==> config.mk <==
export PLATFORM = sky130hd
export DESIGN_NAME = bkpt_unit
export DESIGN_NICKNAME = d
export VERILOG_FILES = /design/src/rtl/bkpt_pkg.sv /design/src/rtl/bkpt_addr_reg.sv /design/src/rtl/bkpt_pass_ctl.sv /design/src/rtl/bkpt_test_line.sv /design/src/rtl/bkpt_unit.sv
export SDC_FILE = /design/constraint.sdc
export NUM_CORES = 1
export LEC_CHECK = 0
export BUFFER_PORTS_ARGS = -buffer_cell sky130_fd_sc_hd__buf_2
export CORE_UTILIZATION = 47
export DETAILED_ROUTE_END_ITERATION = 16
export PLACE_DENSITY = 0.77
export SETUP_SLACK_MARGIN = 0.5
export SYNTH_ARGS = -nofsm -noshare
export SYNTH_HDL_FRONTEND = slang
export SYNTH_SLANG_ARGS = --single-unit
==> constraint.sdc <==
create_clock -name clk -period 2.6 [get_ports clk]
set_clock_uncertainty 0.15 [all_clocks]
set_input_delay 0.52 -clock clk [delete_from_list [all_inputs] [get_ports clk]]
set_output_delay 0.52 -clock clk [all_outputs]
set_load 0.005 [all_outputs]
==> src/rtl/bkpt_pkg.sv <==
package bkpt_pkg;

    // Operation applied to the search address at the next edge
    typedef enum logic [1:0] {
        OP_KEEP = 2'd0,
        OP_LOAD = 2'd1,
        OP_INC  = 2'd2,
        OP_DEC  = 2'd3
    } addr_op_e;

    // Progress of the search
    typedef enum logic [1:0] {
        PH_IDLE  = 2'd0,   // not armed since reset
        PH_COUNT = 2'd1,   // counting matching fetches
        PH_PEND  = 2'd2,   // waiting for the fetch after the match
        PH_DONE  = 2'd3    // completed
    } phase_e;

endpackage

==> src/rtl/bkpt_addr_reg.sv <==
module bkpt_addr_reg
    import bkpt_pkg::*;
#(
    parameter int ADDR_W = 12
) (
    input  logic              clk,
    input  logic              rst_n,
    input  addr_op_e          op,
    input  logic [ADDR_W-1:0] sw_val,
    output logic [ADDR_W-1:0] addr
);

    typedef struct packed {
        logic [ADDR_W-1:0] addr;
    } areg_t;

    areg_t s_d, s_q;

    // Next value of the search address; the add and subtract wrap naturally
    always_comb begin
        s_d = s_q;
        unique case (op)
            OP_LOAD: s_d.addr = sw_val;
            OP_INC:  s_d.addr = s_q.addr + {{(ADDR_W-1){1'b0}}, 1'b1};
            OP_DEC:  s_d.addr = s_q.addr - {{(ADDR_W-1){1'b0}}, 1'b1};
            default: s_d.addr = s_q.addr;
        endcase
    end

    always_ff @(posedge clk or negedge rst_n) begin
        if (!rst_n) s_q <= '0;
        else        s_q <= s_d;
    end

    assign addr = s_q.addr;

endmodule

==> src/rtl/bkpt_pass_ctl.sv <==
module bkpt_pass_ctl
    import bkpt_pkg::*;
#(
    parameter int PASS_W = 4
) (
    input  logic              clk,
    input  logic              rst_n,
    input  logic              arm,
    input  logic [PASS_W-1:0] pass_set,
    input  logic              run_sel,
    input  logic              next_opt,
    input  logic              fetch_vld,
    input  logic              fetch_hit,
    output logic              done,
    output logic              halt
);

    typedef struct packed {
        phase_e            phase;
        logic [PASS_W-1:0] cnt;
        logic              halt;
    } pctl_t;

    localparam logic [PASS_W-1:0] CNT_ONE  = {{(PASS_W-1){1'b0}}, 1'b1};
    localparam logic [PASS_W-1:0] CNT_ZERO = '0;

    pctl_t s_d, s_q;

    always_comb begin
        s_d = s_q;
        if (arm) begin
            // Re-arm: restart counting with a fresh pass count
            s_d.phase = PH_COUNT;
            s_d.cnt   = pass_set;
            s_d.halt  = 1'b0;
        end else if (run_sel) begin
            // Run mode overrides the search and drops any halt request
            s_d.halt = 1'b0;
        end else begin
            unique case (s_q.phase)
                PH_COUNT: begin
                    if (fetch_vld && fetch_hit) begin
                        if (s_q.cnt == CNT_ZERO) begin
                            if (next_opt) begin
                                s_d.phase = PH_PEND;
                            end else begin
                                s_d.phase = PH_DONE;
                                s_d.halt  = 1'b1;
                            end
                        end else begin
                            s_d.cnt = s_q.cnt - CNT_ONE;
                        end
                    end
                end
                PH_PEND: begin
                    if (fetch_vld) begin
                        s_d.phase = PH_DONE;
                        s_d.halt  = 1'b1;
                    end
                end
                default: ;
            endcase
        end
    end

    always_ff @(posedge clk or negedge rst_n) begin
        if (!rst_n) begin
            s_q.phase <= PH_IDLE;
            s_q.cnt   <= '0;
            s_q.halt  <= 1'b0;
        end else begin
            s_q <= s_d;
        end
    end

    assign done = (s_q.phase == PH_DONE);
    assign halt = s_q.halt;

endmodule

==> src/rtl/bkpt_test_line.sv <==
module bkpt_test_line #(
    parameter int SYNC_STAGES = 2
) (
    input  logic clk,
    input  logic rst_n,
    input  logic hold_lvl,
    input  logic btn,
    output logic test_out
);

    localparam int LAST = SYNC_STAGES - 1;

    typedef struct packed {
        logic [SYNC_STAGES-1:0] sync;
        logic                   prev;
        logic                   pulse;
    } tline_t;

    tline_t s_d, s_q;

    always_comb begin
        s_d = s_q;
        s_d.sync[0] = btn;
        // Shift the button through the synchroniser stages
        for (int i = 1; i < SYNC_STAGES; i++) begin
            s_d.sync[i] = s_q.sync[i-1];
        end
        s_d.prev  = s_q.sync[LAST];
        s_d.pulse = s_q.sync[LAST] & ~s_q.prev;
    end

    always_ff @(posedge clk or negedge rst_n) begin
        if (!rst_n) s_q <= '0;
        else        s_q <= s_d;
    end

    assign test_out = hold_lvl | s_q.pulse;

endmodule

==> src/rtl/bkpt_unit.sv <==
module bkpt_unit
    import bkpt_pkg::*;
#(
    parameter int ADDR_W      = 12,
    parameter int PASS_W      = 4,
    parameter int SYNC_STAGES = 2
) (
    input  logic              clk,
    input  logic              rst_n,
    input  logic [ADDR_W-1:0] sw_addr,
    input  logic              load_stb,
    input  logic              incr_stb,
    input  logic              decr_stb,
    input  logic [PASS_W-1:0] pass_set,
    input  logic              run_sel,
    input  logic              next_opt,
    input  logic              fetch_vld,
    input  logic [ADDR_W-1:0] fetch_addr,
    input  logic              hold_lvl,
    input  logic              oneshot_btn,
    output logic              halt_req,
    output logic              search_done,
    output logic [ADDR_W-1:0] search_addr,
    output logic              test_out
);

    addr_op_e op;
    logic     arm;
    logic     fetch_hit;

    // Priority among the address strobes: load, then increment, then decrement
    always_comb begin
        if (load_stb)      op = OP_LOAD;
        else if (incr_stb) op = OP_INC;
        else if (decr_stb) op = OP_DEC;
        else               op = OP_KEEP;
    end

    assign arm       = (op != OP_KEEP);
    assign fetch_hit = (fetch_addr == search_addr);

    bkpt_addr_reg #(.ADDR_W(ADDR_W)) u_addr (
        .clk    (clk),
        .rst_n  (rst_n),
        .op     (op),
        .sw_val (sw_addr),
        .addr   (search_addr)
    );

    bkpt_pass_ctl #(.PASS_W(PASS_W)) u_pass (
        .clk       (clk),
        .rst_n     (rst_n),
        .arm       (arm),
        .pass_set  (pass_set),
        .run_sel   (run_sel),
        .next_opt  (next_opt),
        .fetch_vld (fetch_vld),
        .fetch_hit (fetch_hit),
        .done      (search_done),
        .halt      (halt_req)
    );

    bkpt_test_line #(.SYNC_STAGES(SYNC_STAGES)) u_test (
        .clk      (clk),
        .rst_n    (rst_n),
        .hold_lvl (hold_lvl),
        .btn      (oneshot_btn),
        .test_out (test_out)
    );

endmodule

==> run summary <==
CTS tree: yes
Synth Warn #: 0
routed length on met3: 281 um
Rows: 22
Synth Area in XOR/XNOR: 10.9%
WS Path Type: input pin to flop
Vias: 1911
Max VDD drop: 0.216 mV
run status: completed
GP Congestion: 0.888
commonest non-fill, non-tap cells in the layout: buf_2, nand2_1, dfrtp_1, buf_4, xnor2_2
Syn Area/Cell: 8.51 um2
Netlist Area Pre-Place: 0.00182 mm2
commonest non-fill, non-tap cell in the layout: buf_2
Synth Register Bits: 23
Max Clk Rate: 437 MHz
final-report max-slew violation count: 0
Slew headroom: 63.4%
Main synth FF type: dfrtp_1
htree depth: 1
CTS root buf: clkbuf_8
Post-Route WL: 4810 um
post-synthesis mux area share: 2.20%
Met1 Routed Length: 1950 um
vias per inst: 5.90
largest net degree at the start of global routing: 36
Hold Vio Cnt, Final: 0
DRT antenna net count: 0
hold_ws: 0.0822 ns
Critical Path RT: 2.59 ns
main combinational cell family by area after synthesis: simple AND/OR/NAND/NOR gates
DR WL met2: 2470 um
core outline area: 0.00369 mm2
number of global-route vias before repair: 1688
final setup fails: 0
pwr dens: 436 mW/mm2
worst hold path class: input pin to asynchronous set/reset pin
PortBufs: 52
post-layout util: 65.3%
Post-CTS Hold Buffers: 0
total gr overflow: 0
FFs w/ async S/R, synth: 100%
fin crit share: 88.0%
chip height: 64.2 um
CP Data Arrival Time: 2.28 ns
fillcell total: 324
fin crit period: 2.29 ns
Critical Path End Type: flop
Setup TNS Final: 0 ns
layout cell share with drive strength beyond 1: 40.6%
Adder-Cell Fraction of Synth Area: 3.44%
DP HPWL: 3410 um
Initial Util: 49.4%
Slew @ Worst Pin: 0.549 ns
Clock Latency Late Sink: 0.26 ns
clk sink count: 23
Max clock buf depth: 2
Num CTS Buffers: 3
first-pass GRT wire length: 7530 um
Die X: 64.2 um
initial antenna violation count: 0
R2R depth: 5
DRC viols: 0
net count after synthesis: 257
Synth Area in Compound Gates: 15.0%
CP Launch Type: input pin
initial DRC count: 108
P&R area growth vs syn: 32.4%
EDFF count, synth: 0
Die ar.: 0.00413 mm2
WL/cell: 14.9 um
DR top layer: met4
Cells after Synth: 214
RSZ-0062 raised after global routing: yes
Overall Global Routing Usage: 23.4%
clk slew on worst S/H paths: 0.09 ns
number of max-cap violations: 0
Pre-antenna DRT Iters: 5
Top Ports: 53
Pleak: 1.08 nW
Post-Synth Simple-Gate Area: 30.3%
Netlist cell types: 49
Antenna diodes: 0
sequential area share after synthesis: 31.6%
Final nets: 320
worst-path fanout max: 3
## path summary, 6_finish.rpt
kind                                startpoint             end  slack, ns
worst max-delay path                  load_stb  u_addr.addr[8]       0.31
worst min-delay path                     rst_n   u_test.s_q[0]       0.08
worst max register to register  u_addr.addr[1]   u_pass.s_q[4]       0.37
worst min register to register   u_test.s_d[3]   u_test.s_d[1]       0.20
max in group asynchronous                rst_n  u_addr.addr[4]       1.82
min in group clk                   oneshot_btn   u_test.s_d[3]       0.20
## stage by stage
step	instance area, um2	cells	total power [mW]	worst slack, ns
after floorplan	1900	214	0.650	-0.0844
after global placement	2230	314	0.773	0.0214
after detailed placement	2230	314	0.776	-0.0122
after CTS	2370	324	1.04	0.340
after global routing	2410	324	1.11	0.255
final	2410	324	1.05	0.313
## critical path: stages
cell	delay [ns]
buf_6	0.09
or3b_4	0.40
xnor2_2	0.14
ha_2	0.24
nor3_2	0.06
o21ba_1	0.18
or4_4	0.42
nand4b_1	0.12
o311ai_2	0.11
## cells in the mapped netlist, types with 4 or more instances
| cell type | n | area (um2) |
|---|---|---|
| a31oi_1 | 4 | 25.0 |
| nand4_1 | 10 | 62.6 |
| a21oi_1 | 8 | 40.0 |
| or4_1 | 5 | 37.5 |
| o31ai_1 | 5 | 37.5 |
| nand3_1 | 8 | 40.0 |
| nor3_1 | 11 | 55.1 |
| nor3b_1 | 4 | 30.0 |
| dfrtp_1 | 23 | 576 |
| o21ai_0 | 10 | 50.1 |
| nand2_1 | 20 | 75.1 |
| clkbuf_1 | 9 | 33.8 |
| ha_1 | 5 | 62.6 |
| nor2_1 | 9 | 33.8 |
| mux2i_1 | 4 | 40.0 |
| xnor2_1 | 14 | 123 |
| inv_1 | 9 | 33.8 |
| nor4_1 | 5 | 31.3 |
## cells by family (layout without fill, tap and decap cells)
family	Yosys count	count (layout)
muxes	4	4
xor gates and xnor gates	20	20
buffers and inverters	25	87
AOI/OAI and AO/OA	41	41
and+or+nand+nor	96	96
adders and majority gates	5	5
DFF	23	23
## registers in the layout (all words and copies together), names as in the netlist
signal / cells
u_test.s_q: 2
u_addr.addr: 12
u_pass.halt: 1
u_test.s_d: 2
u_pass.s_q: 6
## per-layer routing
metal	vias to the layer above	track usage, %
li1	911	-
met1	897	29.2
met2	89	41.9
met3	14	2.32
met4	0	7.50
met5	-	0
## report_power, final
| group | internal [mW] | switching, mW | total [mW] | leakage, nW |
|---|---|---|---|---|
| registers | 0.389 | 0.0377 | 0.427 | 0.271 |
| logic | 0.193 | 0.199 | 0.392 | 0.785 |
| clock network | 0.108 | 0.123 | 0.231 | 0.0217 |
| total | 0.690 | 0.360 | 1.05 | 1.08 |
## area by class of cell
class                           instances  area, um2  share of cell area, %
Inverter                                9       33.8                   1.40
Multi-Input combinational cell        166       1230                   51.1
Timing Repair Buffer                   74        454                   18.8
Sequential cell                        23        581                   24.1
Clock buffer                            3       41.3                   1.71
Clock inverter                          1       7.51                  0.312
Tap cell                               48       60.1                   2.49
## what timing repair did
action	CTS	global route
endpoints found under the setup margin	9	14
resized for setup	11	9
buffers inserted	6	0
cloned	0	0
pin swaps	12	5
endpoints found under the hold margin	0	0
Note: power is estimated with default switching activity, not from simulation.
